### src/rtl/hbi_pkg.sv
package hbi_pkg;

   // number of distinct coefficient magnitudes on one side of the half-band centre
   localparam int HB_NPAIR = 11;
   localparam int HB_CW    = 16;

   typedef logic signed [HB_CW-1:0] coef_t;

   // index 0 is the pair nearest the centre; scaled so both sides sum to 2^15
   localparam coef_t HB_COEF [HB_NPAIR] = '{
      16'sd20688, -16'sd6448, 16'sd3376, -16'sd1958, 16'sd1144, -16'sd645,
      16'sd340,   -16'sd162,  16'sd66,   -16'sd19,   16'sd2
   };

endpackage

### src/rtl/hbi_dline.sv
module hbi_dline #(
   parameter int DW    = 14,
   parameter int DEPTH = 22
)(
   input  logic                 clk,
   input  logic                 rst,
   input  logic                 shift,
   input  logic signed [DW-1:0] din,
   output logic signed [DW-1:0] taps [DEPTH]
);

   always_ff @(posedge clk) begin
      if (rst) begin
         for (int i = 0; i < DEPTH; i++) taps[i] <= '0;
      end else if (shift) begin
         taps[0] <= din;
         for (int i = 1; i < DEPTH; i++) taps[i] <= taps[i-1];
      end
   end

endmodule

### src/rtl/hbi_mac.sv
module hbi_mac
   import hbi_pkg::*;
#(
   parameter int DW   = 14,
   parameter int CW   = HB_CW,
   parameter int FRAC = 15,
   parameter int ACCW = 36,
   parameter bit FOLD = 1'b1
)(
   input  logic signed [DW-1:0] taps [2*HB_NPAIR],
   output logic signed [DW-1:0] y
);

   localparam int NTAP  = 2 * HB_NPAIR;
   localparam int PW    = DW + 1 + CW;
   localparam int NPROD = FOLD ? HB_NPAIR : NTAP;
   localparam logic signed [ACCW-1:0] RND  = ACCW'(1) <<< (FRAC - 1);
   localparam logic signed [ACCW-1:0] YMAX = (ACCW'(1) <<< (DW - 1)) - ACCW'(1);
   localparam logic signed [ACCW-1:0] YMIN = -YMAX - ACCW'(1);

   logic signed [PW-1:0]   prod [NPROD];
   logic signed [ACCW-1:0] acc;
   logic signed [ACCW-1:0] rnd_sh;

   generate
      if (FOLD) begin : g_fold
         // symmetric taps share one multiplier through a pre-adder
         for (genvar j = 0; j < HB_NPAIR; j++) begin : g_p
            logic signed [DW:0] pre;
            assign pre     = (DW+1)'(taps[j]) + (DW+1)'(taps[NTAP-1-j]);
            assign prod[j] = PW'(pre) * PW'(HB_COEF[HB_NPAIR-1-j]);
         end
      end else begin : g_flat
         for (genvar i = 0; i < NTAP; i++) begin : g_p
            localparam int CI = (i < HB_NPAIR) ? (HB_NPAIR - 1 - i) : (i - HB_NPAIR);
            assign prod[i] = PW'(taps[i]) * PW'(HB_COEF[CI]);
         end
      end
   endgenerate

   always_comb begin
      acc = '0;
      for (int k = 0; k < NPROD; k++) acc = acc + ACCW'(prod[k]);
   end

   assign rnd_sh = (acc + RND) >>> FRAC;

   always_comb begin
      if (rnd_sh > YMAX)      y = YMAX[DW-1:0];
      else if (rnd_sh < YMIN) y = YMIN[DW-1:0];
      else                    y = rnd_sh[DW-1:0];
   end

endmodule

### src/rtl/hbi_seq.sv
module hbi_seq #(
   parameter bit STUFF_EN = 1'b1
)(
   input  logic       clk,
   input  logic       rst,
   input  logic       in_valid,
   input  logic [1:0] mode_in,
   output logic       accept,
   output logic       active,
   output logic [1:0] ph,
   output logic [1:0] mode_q,
   output logic       hp,
   output logic       stuff
);

   logic last;

   generate
      if (STUFF_EN) begin : g_stuff
         assign stuff = mode_q[1];
      end else begin : g_nostuff
         assign stuff = 1'b0;
      end
   endgenerate

   assign hp     = mode_q[0];
   assign last   = stuff ? (ph == 2'd3) : (ph == 2'd1);
   assign accept = in_valid && (!active || last);

   always_ff @(posedge clk) begin
      if (rst) begin
         active <= 1'b0;
         ph     <= 2'd0;
         mode_q <= 2'd0;
      end else if (accept) begin
         active <= 1'b1;
         ph     <= 2'd0;
         mode_q <= mode_in;
      end else if (active) begin
         if (last) begin
            active <= 1'b0;
            ph     <= 2'd0;
         end else begin
            ph <= ph + 2'd1;
         end
      end
   end

endmodule

### src/rtl/hbi_slot_mux.sv
module hbi_slot_mux #(
   parameter int DW       = 14,
   parameter bit STUFF_EN = 1'b1
)(
   input  logic [1:0]           ph,
   input  logic                 hp,
   input  logic                 stuff,
   input  logic signed [DW-1:0] a_val,
   input  logic signed [DW-1:0] ctr_val,
   output logic [DW-1:0]        slot
);

   localparam logic signed [DW-1:0] SMAX = {1'b0, {(DW-1){1'b1}}};
   localparam logic signed [DW-1:0] SMIN = {1'b1, {(DW-1){1'b0}}};

   logic signed [DW-1:0] b_val;
   logic signed [DW-1:0] pick;

   // high-pass: odd output-rate samples are negated, clamped at the top code
   always_comb begin
      if (!hp)                  b_val = ctr_val;
      else if (ctr_val == SMIN) b_val = SMAX;
      else                      b_val = -ctr_val;
   end

   generate
      if (STUFF_EN) begin : g_stuff
         always_comb begin
            if (stuff && ph[0])             pick = '0;
            else if (stuff ? ph[1] : ph[0]) pick = b_val;
            else                            pick = a_val;
         end
      end else begin : g_nostuff
         always_comb pick = ph[0] ? b_val : a_val;
      end
   endgenerate

   assign slot = {~pick[DW-1], pick[DW-2:0]};

endmodule

### src/rtl/interp2x_zstuff.sv
module interp2x_zstuff
   import hbi_pkg::*;
#(
   parameter int DW       = 14,
   parameter int CW       = HB_CW,
   parameter int FRAC     = 15,
   parameter int ACCW     = 36,
   parameter bit FOLD     = 1'b1,
   parameter bit STUFF_EN = 1'b1
)(
   input  logic          clk,
   input  logic          rst,
   input  logic          in_valid,
   input  logic [DW-1:0] in_sample,
   input  logic [1:0]    mode,
   output logic          out_valid,
   output logic [DW-1:0] out_sample
);

   localparam int NTAP = 2 * HB_NPAIR;
   localparam int CTR  = HB_NPAIR - 1;
   localparam logic [DW-1:0] MID = {1'b1, {(DW-1){1'b0}}};

   if (DW < 4) begin : g_bad_dw
      $error("interp2x_zstuff: DW must be at least 4");
   end
   if (CW != HB_CW) begin : g_bad_cw
      $error("interp2x_zstuff: CW must match the coefficient set");
   end
   if (FRAC < 2 || FRAC >= ACCW - DW) begin : g_bad_frac
      $error("interp2x_zstuff: FRAC out of range");
   end
   if (ACCW < DW + 1 + CW + $clog2(HB_NPAIR) + 1) begin : g_bad_accw
      $error("interp2x_zstuff: ACCW too narrow for the sum");
   end

   logic signed [DW-1:0] x_in;
   logic signed [DW-1:0] taps [NTAP];
   logic signed [DW-1:0] a_val;
   logic                 accept;
   logic                 active;
   logic [1:0]           ph;
   logic [1:0]           mode_q;
   logic                 hp;
   logic                 stuff;
   logic [DW-1:0]        slot;

   assign x_in = {~in_sample[DW-1], in_sample[DW-2:0]};

   hbi_seq #(.STUFF_EN(STUFF_EN)) u_seq (
      .clk(clk), .rst(rst), .in_valid(in_valid), .mode_in(mode),
      .accept(accept), .active(active), .ph(ph), .mode_q(mode_q),
      .hp(hp), .stuff(stuff)
   );

   hbi_dline #(.DW(DW), .DEPTH(NTAP)) u_dline (
      .clk(clk), .rst(rst), .shift(accept), .din(x_in), .taps(taps)
   );

   hbi_mac #(.DW(DW), .CW(CW), .FRAC(FRAC), .ACCW(ACCW), .FOLD(FOLD)) u_mac (
      .taps(taps), .y(a_val)
   );

   hbi_slot_mux #(.DW(DW), .STUFF_EN(STUFF_EN)) u_mux (
      .ph(ph), .hp(hp), .stuff(stuff), .a_val(a_val), .ctr_val(taps[CTR]),
      .slot(slot)
   );

   always_ff @(posedge clk) begin
      if (rst) begin
         out_valid  <= 1'b0;
         out_sample <= MID;
      end else if (active) begin
         out_valid  <= 1'b1;
         out_sample <= slot;
      end else begin
         out_valid  <= 1'b0;
         out_sample <= MID;
      end
   end

endmodule

### config.mk
export PLATFORM = sky130hd
export DESIGN_NAME = interp2x_zstuff
export DESIGN_NICKNAME = d
export VERILOG_FILES = /design/src/rtl/hbi_pkg.sv /design/src/rtl/hbi_dline.sv /design/src/rtl/hbi_mac.sv /design/src/rtl/hbi_seq.sv /design/src/rtl/hbi_slot_mux.sv /design/src/rtl/interp2x_zstuff.sv
export SDC_FILE = /design/constraint.sdc
export NUM_CORES = 2
export LEC_CHECK = 0
export ABC_AREA = 1
export ABC_CLOCK_PERIOD_IN_PS = 43500
export BUFFER_PORTS_ARGS = -buffer_cell sky130_fd_sc_hd__buf_4
export CAP_MARGIN = 40
export CORE_MARGIN = 2
export CORE_UTILIZATION = 50
export CTS_BUF_LIST = sky130_fd_sc_hd__clkbuf_2
export DETAILED_ROUTE_END_ITERATION = 8
export GPL_ROUTABILITY_DRIVEN = 0
export MAX_ROUTING_LAYER = met4
export PLACE_DENSITY = 0.66
export SYNTH_ARGS = -nofsm -noshare
export SYNTH_HDL_FRONTEND = slang
export SYNTH_SLANG_ARGS = --single-unit
### constraint.sdc
create_clock -name clk -period 43.5 [get_ports clk]
set_clock_uncertainty 0.15 [all_clocks]
set_input_delay 4.35 -clock clk [delete_from_list [all_inputs] [get_ports clk]]
set_output_delay 4.35 -clock clk [all_outputs]
set_load 0.02 [all_outputs]
======== Word level (Yosys, flattened, before mapping) ========
Index checks and enable logic that the tools add are counted.
operators by class
  $add $sub $neg .......................... 24
  $mul .................................... 10
  $lt $le $gt $ge ......................... 2
  equal/unequal tests ..................... 3
  multiplexer cells ....................... 13
  bitwise logic cells ..................... 3
  reductions and logical operators ........ 7
operators by type and width
  kind                                                                             count
  14-bit by 14-bit adder with 15-bit output                                        11
  14-bit 2-to-1 mux                                                                6
  36-bit by 27-bit adder with 36-bit output                                        2
  15-bit by 11-bit multiplier with 26-bit output (second input constant)           2
  15-bit by 9-bit multiplier with 24-bit output (second input constant)            2
  15-bit by 8-bit multiplier with 23-bit output (second input constant)            2
  36-bit by 16-bit adder with 36-bit output (second input constant)                1
  36-bit by 25-bit adder with 36-bit output                                        1
  36-bit by 26-bit adder with 36-bit output                                        1
  36-bit by 28-bit adder with 36-bit output                                        1
  36-bit by 29-bit adder with 36-bit output                                        1
  36-bit by 31-bit adder with 36-bit output                                        1
  15-bit by 12-bit multiplier with 27-bit output (second input constant)           1
  24-bit by 24-bit adder with 25-bit output                                        1
  15-bit by 10-bit multiplier with 25-bit output (second input constant)           1
  22-bit by 23-bit adder with 24-bit output                                        1
  16-bit by 21-bit adder with 22-bit output                                        1
  15-bit by 7-bit multiplier with 22-bit output (second input constant)            1
  21-bit by 14-bit > comparator with 1-bit output (second input constant)          1
  21-bit by 14-bit less-than comparator with 1-bit output (second input constant)  1
  15-bit by 6-bit multiplier with 21-bit output (second input constant)            1
  14-bit equality test (second input constant)                                     1
  14-bit negation                                                                  1
  1-bit 2-to-1 mux                                                                 6
  10 further kinds                                                                 14
word-level totals
  register bits ........................... 328
  output and inout bits ................... 15
  logic and storage cells ................. 90

======== Logic depth before layout (Yosys ltp) ========
  depth in word-level cells ............... 19
  depth in mapped cells ................... 78

======== By module ========
From an unflattened synthesis, not the netlist that was laid out.
second synthesis, totals
  cell total of the unflattened synthesis .. 6979
  area, all modules ....................... 53657.7 sq um
by module, submodules not included
  module           times used  cells each  area each (sq um)
  hbi_mac          1           4807        39796.9
  hbi_dline        1           1952        12498.2
  hbi_slot_mux     1           136         650.6
  interp2x_zstuff  1           49          467.9
  hbi_seq          1           35          244.0

======== Worst setup path before layout ========
Ideal clock, no wire load.
  path type ............................... reg2reg
  start ................................... reg u_dline.taps[44] (netlist bit)
  end ..................................... reg out_sample[7]
  library setup time ...................... 0.126 ns
  arrival time ............................ 13.460 ns
  required time ........................... 43.224 ns
  path slack .............................. 29.764 ns
  cell stages (with the launch flop) ...... 67
  path buffers ............................ 1
  cell sequence ........................... dfxtp_1 > ha_1 > a21oi_1 > nand2_1 > nand2_1 > nand3_1 > xor2_1 > inv_1 > fa_1 > inv_1 > fa_1 > inv_1 > fa_1 > inv_1 > fa_1 > inv_1 > ha_1 > inv_1 > [... 31 more ...] > fa_1 > inv_1 > fa_1 > inv_1 > ha_1 > nand2_1 > inv_1 > a21oi_1 > o21bai_1 > nor2_1 > nand3_1 > nand2_1 > nand2_1 > nor2_1 > nand2_1 > a21oi_4 > buf_6 > a21oi_2
between the ends
  cells in the longest elaborated chain, start to end .. 15
  elaborated cells between the ends (all ways) .. 16
  those cells by class .................... add/sub: 10; mul: 1; order compare: 2; mux: 3
RTL lines
  element                                                     RTL line               source
  start, declared                                             hbi_dline.sv:9         output logic signed [DW-1:0] taps [DEPTH]
  14-bit by 14-bit adder with 15-bit output (*)               hbi_mac.sv:30          assign pre = (DW+1)'(taps[j]) + (DW+1)'(taps[NTAP-1-j]);
  15-bit by 8-bit multiplier with 23-bit output (*)           hbi_mac.sv:31          assign prod[j] = PW'(pre) * PW'(HB_COEF[HB_NPAIR-1-j]);
  24-bit by 24-bit adder with 25-bit output (*)               hbi_mac.sv:43          for (int k = 0; k < NPROD; k++) acc = acc + ACCW'(prod[k]);
  36-bit by 25-bit adder with 36-bit output (*)               hbi_mac.sv:43
  36-bit by 26-bit adder with 36-bit output (*)               hbi_mac.sv:43
  36-bit by 27-bit adder with 36-bit output (*) (2 in a row)  hbi_mac.sv:43
  36-bit by 28-bit adder with 36-bit output (*)               hbi_mac.sv:43
  36-bit by 29-bit adder with 36-bit output (*)               hbi_mac.sv:43
  36-bit by 31-bit adder with 36-bit output (*)               hbi_mac.sv:43
  36-bit by 16-bit adder with 36-bit output (*)               hbi_mac.sv:46          assign rnd_sh = (acc + RND) >>> FRAC;
  21-bit by 14-bit less-than comparator with 1-bit output     hbi_mac.sv:50          else if (rnd_sh < YMIN) y = YMIN[DW-1:0];
  14-bit 2-to-1 mux                                           hbi_mac.sv:50
  14-bit 2-to-1 mux (*)                                       hbi_mac.sv:49          if (rnd_sh > YMAX) y = YMAX[DW-1:0];
  14-bit 2-to-1 mux (*)                                       hbi_slot_mux.sv:30     else if (stuff ? ph[1] : ph[0]) pick = b_val;
  end signal, assigned                                        interp2x_zstuff.sv:75  out_sample <= slot;
  end, declared                                               interp2x_zstuff.sv:17  output logic [DW-1:0] out_sample
Mark *: on every way between the ends. The rest lies on a longest branch, timed or not.
A chain may end at the register's enable or synchronous reset.

======== Worst setup path after layout ========
  start ................................... reg u_dline.taps[257] (netlist bit)
  end ..................................... reg out_sample[0]
Same word-level chain as after synthesis.

==> impl_metrics.yaml <==
run_status:
  status: "complete, no violations"
worst_setup_path:
  path_max_fanout: 13
  crit_required_ns: 44.41
  crit_type: "flip-flop to flip-flop"
  cp.arrival_ns: 15.92
  worstSetupStartpointType: "flip-flop"
  crit_top_cell: "nand2_1"
  cp_slowest_cell: "fa_1"
  max_stage_delay_ns: 0.55
  path_buf_inv: 13
  endpoint_kind: "flip-flop"
  crit_family: "adder cells"
synthesis:
  synth_compound_area_share_pct: 10.3
  ys.flop_type: "dfxtp_1"
  synth_area_um2: 52400
  yosysSeqAreaShare_pct: 12.5
  avgSynthCellArea_um2: 7.97
  synth.largest_area_cell: "fa_1"
  synth_xor_area_share_pct: 6.03
  yosysMostFrequentCell: "inv_1"
  yosys.area_share.simple_pct: 13.4
  syn_nets: 8120
  synthTopCellsByCount: "1504 x inv_1, 861 x ha_1, 741 x nor2_1"
  synth_seq_cells: 328
  synth_top_family_by_area: "adder cells"
  synthCells: 6575
  ys.warnings.count: 0
  synth_edf_count: 0
  async_reset_ff_share_pct: 0
  ys_types: 58
  synthMuxAreaShare_pct: 0.0406
  yosys.area_share.adder_pct: 46.0
  synth_area_leaders: "fa_1 25%, ha_1 21%, dfxtp_1 13%"
  synth_top_area_share_pct: 25.4
clock_network:
  clock_latency_ns: 1.27
  clkTransAtPathRegs_ns: 0.10
  ctsHoldBuffers: 0
  cts_tree: "yes"
  cts_buffers: 93
  cts_sinks: 328
  cts_resized: 0
  post_cts_buffers: 0
  ctsHtreeMaxLevel: 3
  cts-root-buf: "clkbuf_2"
  clockBufferDepth: 3
die:
  initial_core_util_pct: 50.5
  core_um2: 104000
  pin_count: 34
  die_y_um: 328
  die-area_um2: 107000
  fp-row-count: 118
  die_w_um: 328
route:
  drtIter0Drc: 3163
  vias: 42200
  route.detailed.drc: 0
  ant_nets: 0
  wl_per_cell_um: 17.9
  firstDrtPassIters: 6
  viasPerCell: 5.23
  routed_wirelength_mm: 144
cells_and_area:
  area_delta_synth_final_pct: 5.00
  regArea_um2: 6570
  nets: 8160
  drive_gt1_share_pct: 3.92
  multi_input_area_um2: 39700
  fillerInstances: 9887
timing:
  finalSetupViolations: 0
  final_max_slew_viol_count: 0
  rsz0062_at_grt: "no"
  period_needed_ns: 15.01
  slew_headroom_pct: 34.7
  setup_tns_ns: 0
  tightest_slew_ns: 0.980
  fin_crit_sh_pct: 34.5
  hold_viol_final: 0
  fmaxAchievable_mhz: 66.6
grt:
  track_usage_pct: 28.0
  grt-ovfl-total: 0
  grt_pass1_wl_mm: 229
  grt_pass1_vias: 41700
  antenna_found_initial: 4
  grt_max_degree: 187
run:
  maxCapViolations: 0
placement:
  dp_hpwl_mm: 124
  port_buffers: 33
min_path:
  hold_class: "flip-flop to flip-flop"
==> cell usage in the layout (no fill, tap or decap), drive strengths merged, types with 11 or more instances in the layout <==
master / Yosys / layout
o21bai: 32 / 32
dfxtp: 328 / 328
o21ai: 465 / 465
nor4: 13 / 13
o211ai: 11 / 11
clkbuf: 105 / 124
buf: 5 / 55
nand4: 28 / 28
nor3: 46 / 46
xor2: 262 / 262
a31oi: 24 / 24
ha: 861 / 861
nand2: 748 / 748
o31ai: 13 / 13
nand3: 153 / 153
a21oi: 386 / 386
fa: 665 / 665
a21o: 22 / 22
inv: 1513 / 1516
clkinv: 0 / 31
nor2: 749 / 749
xnor2: 94 / 94
==> tightest hold or removal path, stage by stage, from the launching register on <==
cell     delay (ns)
dfxtp_1        0.37
o21ai_0        0.09
nor2_1         0.08
==> layer usage <==
layer / track usage [%] / up-vias / part of all wire (%)
li1: - / 20600 / -
met1: 39.1 / 20200 / 47
met2: 42.0 / 1117 / 43
met3: 4.25 / 206 / 6.6
met4: 8.32 / 0 / 3.0
met5: - / - / 0
==> through the flow <==
stage / setup slack (ns) / hold slack (ns) / std cells / cell area (um^2) / util [%]
after detailed placement: 28.60 / 0.333 / 7899 / 54100 / 52.2
after floorplan: 29.76 / 0.312 / 6575 / 52400 / -
after global routing: 27.47 / 0.372 / 8066 / 55000 / 53.0
final: 28.49 / 0.340 / 8066 / 55000 / 53.0
after CTS: 28.56 / 0.304 / 8060 / 55000 / 53.0
after global placement: 28.51 / 0.324 / 7890 / 54100 / 52.1
==> layout make-up <==
class / count / share of cell area [%]
Multi-Input combinational cell: 4624 / 72.2
Sequential cell: 328 / 11.9
Inverter: 1513 / 10.4
Tap cell: 1380 / 3.14
Clock buffer: 124 / 1.13
Timing Repair Buffer: 55 / 0.823
Clock inverter: 37 / 0.405
Antenna cell: 5 / 0.0227
==> flip-flops by register name, indices dropped and copies added (netlist names) <==
| register | flops |
|---|---|
| u_seq.ph | 2 |
| u_seq.mode_q | 2 |
| u_dline.taps | 308 |
| out_sample | 14 |
| out_valid | 1 |
| u_seq.active | 1 |
==> cells by family after synthesis <==
kind of cell / Yosys count
AND/OR/NAND/NOR: 1746
AO/OA/AOI/OAI: 994
flip-flops: 328
XOR/XNOR: 356
adder cells (fa/ha/maj): 1526
buffers and inverters: 1623
multiplexers: 2
==> worst paths after layout <==
path                                    end  cells after the start  slack [ns]                      startpoint
max reg2reg        out_sample[0]$_SDFF_PP0_                     66       28.49  u_dline.taps[257]$_SDFFE_PP0P_
min reg2reg  u_dline.taps[284]$_SDFFE_PP0P_                      2        0.34  u_dline.taps[298]$_SDFFE_PP0P_
max                out_sample[0]$_SDFF_PP0_                     66       28.49  u_dline.taps[257]$_SDFFE_PP0P_
min          u_dline.taps[284]$_SDFFE_PP0P_                      2        0.34  u_dline.taps[298]$_SDFFE_PP0P_
Power is left out: the tool's default activity adds up to more than one toggle a clock period on the data nets, which glitch-free logic cannot reach.
